[config.mk]
export PLATFORM = sky130hd
export DESIGN_NAME = bus_width_adapter
export DESIGN_NICKNAME = d
export VERILOG_FILES = /design/src/rtl/bwa_pkg.sv /design/src/rtl/bwa_region_decode.sv /design/src/rtl/bwa_cycle_track.sv /design/src/rtl/bwa_lane_steer.sv /design/src/rtl/bus_width_adapter.sv
export SDC_FILE = /design/constraint.sdc
export NUM_CORES = 1
export LEC_CHECK = 0
export ABC_AREA = 0
export BUFFER_PORTS_ARGS = -buffer_cell sky130_fd_sc_hd__buf_2
export CAP_MARGIN = 15
export CELL_PAD_IN_SITES_DETAIL_PLACEMENT = 1
export CELL_PAD_IN_SITES_GLOBAL_PLACEMENT = 1
export CORE_MARGIN = 3
export CORE_UTILIZATION = 17
export DETAILED_ROUTE_END_ITERATION = 7
export PLACE_DENSITY_LB_ADDON = 0.15
export SYNTH_ARGS = -nofsm -noshare
export SYNTH_HDL_FRONTEND = slang
export SYNTH_SLANG_ARGS = --single-unit
[constraint.sdc]
create_clock -name clk -period 1.8 [get_ports clk]
set_input_delay 0.18 -clock clk [delete_from_list [all_inputs] [get_ports clk]]
set_output_delay 0.18 -clock clk [all_outputs]
set_load 0.05 [all_outputs]
[src/rtl/bwa_pkg.sv]
package bwa_pkg;

  typedef enum logic [1:0] {
    TGT_W32 = 2'd0,
    TGT_W16 = 2'd1,
    TGT_W8  = 2'd2
  } tgt_width_e;

  // 1 when neither lane 0 nor lane 1 is enabled: the access sits in the upper half
  function automatic logic upper_half(input logic [3:0] be_n);
    return be_n[0] & be_n[1];
  endfunction

  // Number of the lowest enabled lane, 0 when no lane is enabled
  function automatic logic [1:0] first_lane(input logic [3:0] be_n);
    logic [1:0] idx;
    idx = 2'd0;
    for (int i = 3; i >= 0; i--) begin
      if (!be_n[i]) idx = 2'(i);
    end
    return idx;
  endfunction

  function automatic logic any_lane(input logic [3:0] be_n);
    return ~&be_n;
  endfunction

endpackage

[src/rtl/bwa_region_decode.sv]
module bwa_region_decode
  import bwa_pkg::*;
#(
  parameter int              ADDR_W = 32,
  parameter logic [ADDR_W-1:0] BASE16 = '0,
  parameter logic [ADDR_W-1:0] MASK16 = '0,
  parameter logic [ADDR_W-1:0] BASE8  = '0,
  parameter logic [ADDR_W-1:0] MASK8  = '0
) (
  input  logic [ADDR_W-1:2] word_addr,
  output tgt_width_e        width,
  output logic              hit16,
  output logic              hit8
);
  localparam logic [ADDR_W-1:2] B16 = BASE16[ADDR_W-1:2];
  localparam logic [ADDR_W-1:2] M16 = MASK16[ADDR_W-1:2];
  localparam logic [ADDR_W-1:2] B8  = BASE8[ADDR_W-1:2];
  localparam logic [ADDR_W-1:2] M8  = MASK8[ADDR_W-1:2];

  assign hit16 = ((word_addr ^ B16) & M16) == '0;
  assign hit8  = ((word_addr ^ B8)  & M8)  == '0;

  always_comb begin
    if (hit8)       width = TGT_W8;
    else if (hit16) width = TGT_W16;
    else            width = TGT_W32;
  end
endmodule

[src/rtl/bwa_cycle_track.sv]
module bwa_cycle_track (
  input  logic clk,
  input  logic rst_n,
  input  logic ads_n,
  input  logic rdy_n,
  output logic active
);
  logic cyc_q;

  assign active = ~ads_n | cyc_q;

  always_ff @(posedge clk or negedge rst_n) begin
    if (!rst_n) cyc_q <= 1'b0;
    else        cyc_q <= active & rdy_n;
  end
endmodule

[src/rtl/bwa_lane_steer.sv]
module bwa_lane_steer
  import bwa_pkg::*;
(
  input  logic        active,
  input  tgt_width_e  width,
  input  logic [3:0]  be_n,
  input  logic [31:0] wdata,
  input  logic [31:0] rdata32,
  input  logic [15:0] rdata16,
  output logic [31:0] rdata,
  output logic        bs16_n,
  output logic        bs8_n,
  output logic        cs32,
  output logic        cs16,
  output logic        cs8,
  output logic [1:0]  addr_lo,
  output logic        bhe_n,
  output logic        ble_n,
  output logic [15:0] wdata16
);
  logic       a1_16;
  logic [1:0] lane8;
  logic [7:0] byte8;

  assign a1_16 = upper_half(be_n);
  assign lane8 = first_lane(be_n);

  always_comb begin
    case (lane8)
      2'd0:    byte8 = wdata[7:0];
      2'd1:    byte8 = wdata[15:8];
      2'd2:    byte8 = wdata[23:16];
      default: byte8 = wdata[31:24];
    endcase
  end

  always_comb begin
    rdata   = '0;
    bs16_n  = 1'b1;
    bs8_n   = 1'b1;
    cs32    = 1'b0;
    cs16    = 1'b0;
    cs8     = 1'b0;
    addr_lo = 2'b00;
    bhe_n   = 1'b1;
    ble_n   = 1'b1;
    wdata16 = '0;
    if (active) begin
      unique case (width)
        TGT_W16: begin
          cs16    = 1'b1;
          bs16_n  = 1'b0;
          addr_lo = {a1_16, 1'b0};
          ble_n   = a1_16 ? be_n[2] : be_n[0];
          bhe_n   = a1_16 ? be_n[3] : be_n[1];
          wdata16 = a1_16 ? wdata[31:16] : wdata[15:0];
          rdata   = {16'h0000, rdata16};
        end
        TGT_W8: begin
          cs8     = 1'b1;
          bs8_n   = 1'b0;
          addr_lo = lane8;
          ble_n   = ~any_lane(be_n);
          wdata16 = {8'h00, byte8};
          rdata   = {24'h000000, rdata16[7:0]};
        end
        default: begin
          cs32  = 1'b1;
          rdata = rdata32;
        end
      endcase
    end
  end
endmodule

[src/rtl/bus_width_adapter.sv]
module bus_width_adapter
  import bwa_pkg::*;
#(
  parameter int                ADDR_W = 32,
  parameter logic [ADDR_W-1:0] BASE16 = ADDR_W'(32'h0001_0000),
  parameter logic [ADDR_W-1:0] MASK16 = ADDR_W'(32'hFFFF_0000),
  parameter logic [ADDR_W-1:0] BASE8  = ADDR_W'(32'h0002_0000),
  parameter logic [ADDR_W-1:0] MASK8  = ADDR_W'(32'hFFFF_0000)
) (
  input  logic              clk,
  input  logic              rst_n,
  input  logic              ads_n,
  input  logic              rdy_n,
  input  logic [ADDR_W-1:2] cpu_word_addr,
  input  logic [3:0]        cpu_be_n,
  input  logic [31:0]       cpu_wdata,
  input  logic [31:0]       mem_rdata32,
  input  logic [15:0]       mem_rdata16,
  output logic [31:0]       cpu_rdata,
  output logic              bs16_n,
  output logic              bs8_n,
  output logic              mem_cs32,
  output logic              mem_cs16,
  output logic              mem_cs8,
  output logic [1:0]        mem_addr_lo,
  output logic              mem_bhe_n,
  output logic              mem_ble_n,
  output logic [15:0]       mem_wdata
);
  // Named internal events, visible to the bound checker
  logic       cyc_active;
  tgt_width_e tgt_width;
  logic       hit16;
  logic       hit8;

  bwa_cycle_track u_track (
    .clk    (clk),
    .rst_n  (rst_n),
    .ads_n  (ads_n),
    .rdy_n  (rdy_n),
    .active (cyc_active)
  );

  bwa_region_decode #(
    .ADDR_W (ADDR_W),
    .BASE16 (BASE16),
    .MASK16 (MASK16),
    .BASE8  (BASE8),
    .MASK8  (MASK8)
  ) u_decode (
    .word_addr (cpu_word_addr),
    .width     (tgt_width),
    .hit16     (hit16),
    .hit8      (hit8)
  );

  bwa_lane_steer u_steer (
    .active  (cyc_active),
    .width   (tgt_width),
    .be_n    (cpu_be_n),
    .wdata   (cpu_wdata),
    .rdata32 (mem_rdata32),
    .rdata16 (mem_rdata16),
    .rdata   (cpu_rdata),
    .bs16_n  (bs16_n),
    .bs8_n   (bs8_n),
    .cs32    (mem_cs32),
    .cs16    (mem_cs16),
    .cs8     (mem_cs8),
    .addr_lo (mem_addr_lo),
    .bhe_n   (mem_bhe_n),
    .ble_n   (mem_ble_n),
    .wdata16 (mem_wdata)
  );
endmodule

# After elaboration in Yosys (flattened, before gate mapping)
# Cells that the tools add are included.
# classes
order_cmp	0
n_mul	0
n_bitwise	6
shift	0
addsub	0
div_mod_pow	0
mux	30
n_eq_ne	4
reduce_logical	5
# ops
operator	count
$pmux W32 S2	1
$logic_not A30 Y1	2
$mux W16	2
$mux W32	1
$pmux W16 S2	1
$pmux W8 S3	1
$mux W1	16
$mux W2	6
$eq A2 B1 Y1 const B	2
$eq A2 B2 Y1 const B	2
$pmux W2 S2	1
$reduce_and A4 Y1	1
$not A1 Y1	3
$and A1 B1 Y1	2
$logic_not A2 Y1	1
$pmux W1 S2	1
$reduce_or A2 Y1	1
$or A1 B1 Y1	1
# word_totals
mem_bits_ro	0
latch_bits	0
n_memories	0
inputBits	118
register_bits	1
wordCells	46
mem_bits_rw	0
out_inout_bits	57

# Depth between registers and ports, before layout
# logic_depth
ltp_word	8
depth_mapped	7
mapped_depth_nobuf	5

# By module
# A second synthesis with hierarchy kept.
# unflattened
hier_cells	163
hier_area_um2	1068.5
# by_module_without_submodules
module	area_each_um2	n_inst	cells_each
bwa_lane_steer	944.7	1	151
bwa_region_decode	76.3	1	9
bwa_cycle_track	47.5	1	3

# Worst setup path after synthesis
# No wires, ideal clock.
# synth_timing
path_type	in2out
start	input port cpu_word_addr[21] (netlist bit)
end	output port mem_wdata[0]
cell_stages	5
arrival_ps	2528
n_path_buf	1
path_slack_ps	-908
t_required_ps	1620
cell_sequence	or4_4 > nand4b_4 > nand2b_4 > buf_6 > o32ai_1
# synth_via
elab_chain_len	6
word_cells_on_any_way	8
classes_between	2 x eq/ne; 4 x mux; 2 x reduce/logical
# synth_lines
element	line	source
start, declared	bus_width_adapter.sv:14	input logic [ADDR_W-1:2] cpu_word_addr,
$logic_not A30 Y1	bwa_region_decode.sv:20	assign hit16 = ((word_addr ^ B16) & M16) == '0;
$mux W1	bwa_region_decode.sv:25	else if (hit16) width = TGT_W16;
$mux W2 *	bwa_region_decode.sv:24	if (hit8) width = TGT_W8;
$eq A2 B2 Y1 / $eq A2 B1 Y1 (equally long branches)	bwa_lane_steer.sv:49	unique case (width)
$pmux W16 S2 *	bwa_lane_steer.sv:49	
$mux W16 *	bwa_lane_steer.sv:48	if (active) begin
end, declared	bus_width_adapter.sv:28	output logic [15:0] mem_wdata
# Mark *: on every way between the ends. The rest lies on a longest branch, timed or not.

# Final worst setup path
# layout_timing
start	input port cpu_word_addr[22] (netlist bit)
end	output port mem_wdata[7]
# Same word-level chain as after synthesis.

==> out/qor.yml <==
critical_path:
  cp.depth: 7
  reg2reg_depth: 3
  slowest_delay_ns: 0.54
  cp.required_ns: 1.62
  crit_type: "in2out"
  cp_common_cell: "buf_6"
  path_buf_inv: 3
  start_kind: "input port"
  slowest_stage: "or4_4"
  critPathCaptureType: "output port"
  path_cells: "buf_6 -> or4_4 -> nand4b_4 -> or2_4 -> buf_12 -> o32ai_4 -> buf_6"
  critPathTopFamily: "simple AND/OR/NAND/NOR gates"
  arrival_ns: 1.79
  cp_max_fo: 5
yosys:
  yosysTopAreaCell: "mux2i_1"
  synth_area_um2: 1190
  syn_inst: 182
  yosys_warnings: 0
  synth_top_flop_cell: "dfrtp_1"
  ys_ff_latch: 1
  synth.avg_cell_area_um2: 6.54
  yosys-top-cells-area: "mux2i_1 13%, nand2_1 12%, and2_1 9.5%"
  yosysTopAreaCellShare_pct: 13.5
  async_flop_share_pct: 100
  synth_nets: 300
  yosysUniqueCellTypes: 38
  synth-edff-count: 0
  synth-seq-area-share_pct: 2.10
min_path:
  holdPathStages: 2
  hold_path_class: "in2reg"
placed_design:
  postPlaceCellArea_um2: 2630
  preCtsSetupSlack_ns: -0.378
  dpl.hpwl_mm: 5.65
  port_buffers: 160
  gp_congestion: 0.815
route:
  wl_per_cell_um: 16.1
  via_per_inst: 4.67
  detail_route.first_pass.iterations: 4
  wirelength_mm: 7.30
  drc_errors: 0
  drt_iter0_markers: 73
  vias: 2109
  final_antenna_net_count: 0
global_route:
  grt_pass1_wl_mm: 10.9
  grt_use_total_pct: 16.8
  grt_pass1_vias: 2323
  grt_overflow: 0
  antenna_found_initial: 0
  grt_max_degree: 22
floorplanning:
  core_um2: 6570
  die_w_um: 89.7
  die_h_um: 89.7
  pin_count: 175
  start_util_pct: 18.1
  num_rows: 29
  die_area_um2: 8040
timing:
  fin_ws_ns: -0.173
  fin_skew_ns: 0
  timing.hold.ws_ns: 0.396
  timing.fmax_mhz: 507
  report.final.slew_viol_count: 0
  min_period_over_period_pct: 110
  setup_viol: 38
  tightest_slew_ns: 0.549
  final.setup.tns_ns: -4.04
  rsz0062_at_grt: "yes"
  maxSlewHeadroom_pct: 62.9
  finalHoldViolations: 0
  final.min_clock_period_ns: 1.97
layout:
  regMostFlops: "u_track.cyc_q"
  final_area_um2: 3210
  nets: 479
  drive_above_1_share_pct: 70.2
  fin_util_pct: 48.8
  reg_top3: "u_track.cyc_q: 1 flops"
  layout_commonest_cell: "buf_2"
  antenna-diode-count: 0
  largest_reg_flops: 1
  area_delta_synth_final_pct: 170
  final_cell_mix: "104 x buf_2, 44 x buf_6, 38 x nand2_1"
power_and_ir_drop:
  ir_drop_uv: 167
  p_leak_uw: 0.00150
  pwr_density_cell_nw_per_um2: 244
clock_tree:
  clk_latency_ns: 0
  path_clk_slew_ns: 0
status:
  violations: "setup timing"
  status: "finished, violations left"
flow_run:
  maxCapViolCount: 0
## routing by layer
metal / track usage (%) / routed length [µm] / up-vias
met4: 1.35 / 68 / 0
met1: 19.0 / 2550 / 993
met5: 0 / 0 / -
li1: - / - / 1019
met3: 3.56 / 638 / 4
met2: 33.0 / 4050 / 93
## repair_timing
| action | CTS | global route |
|---|---|---|
| resized for setup | 117 | 19 |
| hold buffers | 1 | 0 |
| hold endpoints to repair | 1 | 0 |
| setup buffers | 5 | 1 |
| endpoints found under the setup margin | 56 | 56 |
| pin swaps | 10 | 5 |
| cloned | 5 | 0 |
## area by class of cell
type / count / area, µm²
fill: 804 / 3360
multi-input combinational: 167 / 1590
timing repair buffer: 188 / 1460
tap: 93 / 116
sequential: 1 / 25.0
inverter: 3 / 18.8
## cell families (layout without fill, tap and decap cells)
kind of cell    count (synthesis)  count (layout)  share of synthesized area (%)
simple gates                   90              91                           42.4
compound gates                 56              59                           33.5
buf+inv                        18             191                           7.78
mux                            16              16                           13.5
xor+xnor                        1               1                          0.736
flops                           1               1                           2.10
## power by group
part	internal [µW]	leakage, µW	switching [µW]
sequential	24.4	0.0000125	0.295
clock	0	0	0
combinational	326	0.00148	433
## worst register-to-register path, delay by kind of cell, from the launching register on
family	cells	cell delay, ns
and+or+nand+nor	2	0.38
DFF	1	0.33
buffers and inverters	1	0.21
## worst paths after layout
check,slack (ns),to,startpoint
hold / removal,0.40,u_track.cyc_q,rdy_n
setup / recovery,-0.17,mem_wdata[7],cpu_word_addr[22]
min in group asynchronous,0.51,u_track.cyc_q,rst_n
setup reg to reg,0.76,u_track.cyc_q,u_track.cyc_q
max in group asynchronous,1.21,u_track.cyc_q,rst_n
hold reg to reg,0.88,u_track.cyc_q,u_track.cyc_q
## through the flow
step           instances  total power, µW
3_3_place_gp         440              672
3_5_place_dp         440              680
5_1_grt              452              835
6_report             452              783
4_1_cts              451              771
2_1_floorplan        182              452
## cell usage after synthesis, types with 3 or more instances
cell type and n:
nand2b_1 8, a22o_1 8, a31oi_1 7, clkbuf_1 11, and2_1 18, a21oi_1 9, nand2_1 38, o32ai_1 7
o21ai_0 11, mux2i_1 16, nor2_1 10, buf_6 3, a21oi_2 8
Note: power is estimated with default switching activity, not from simulation.
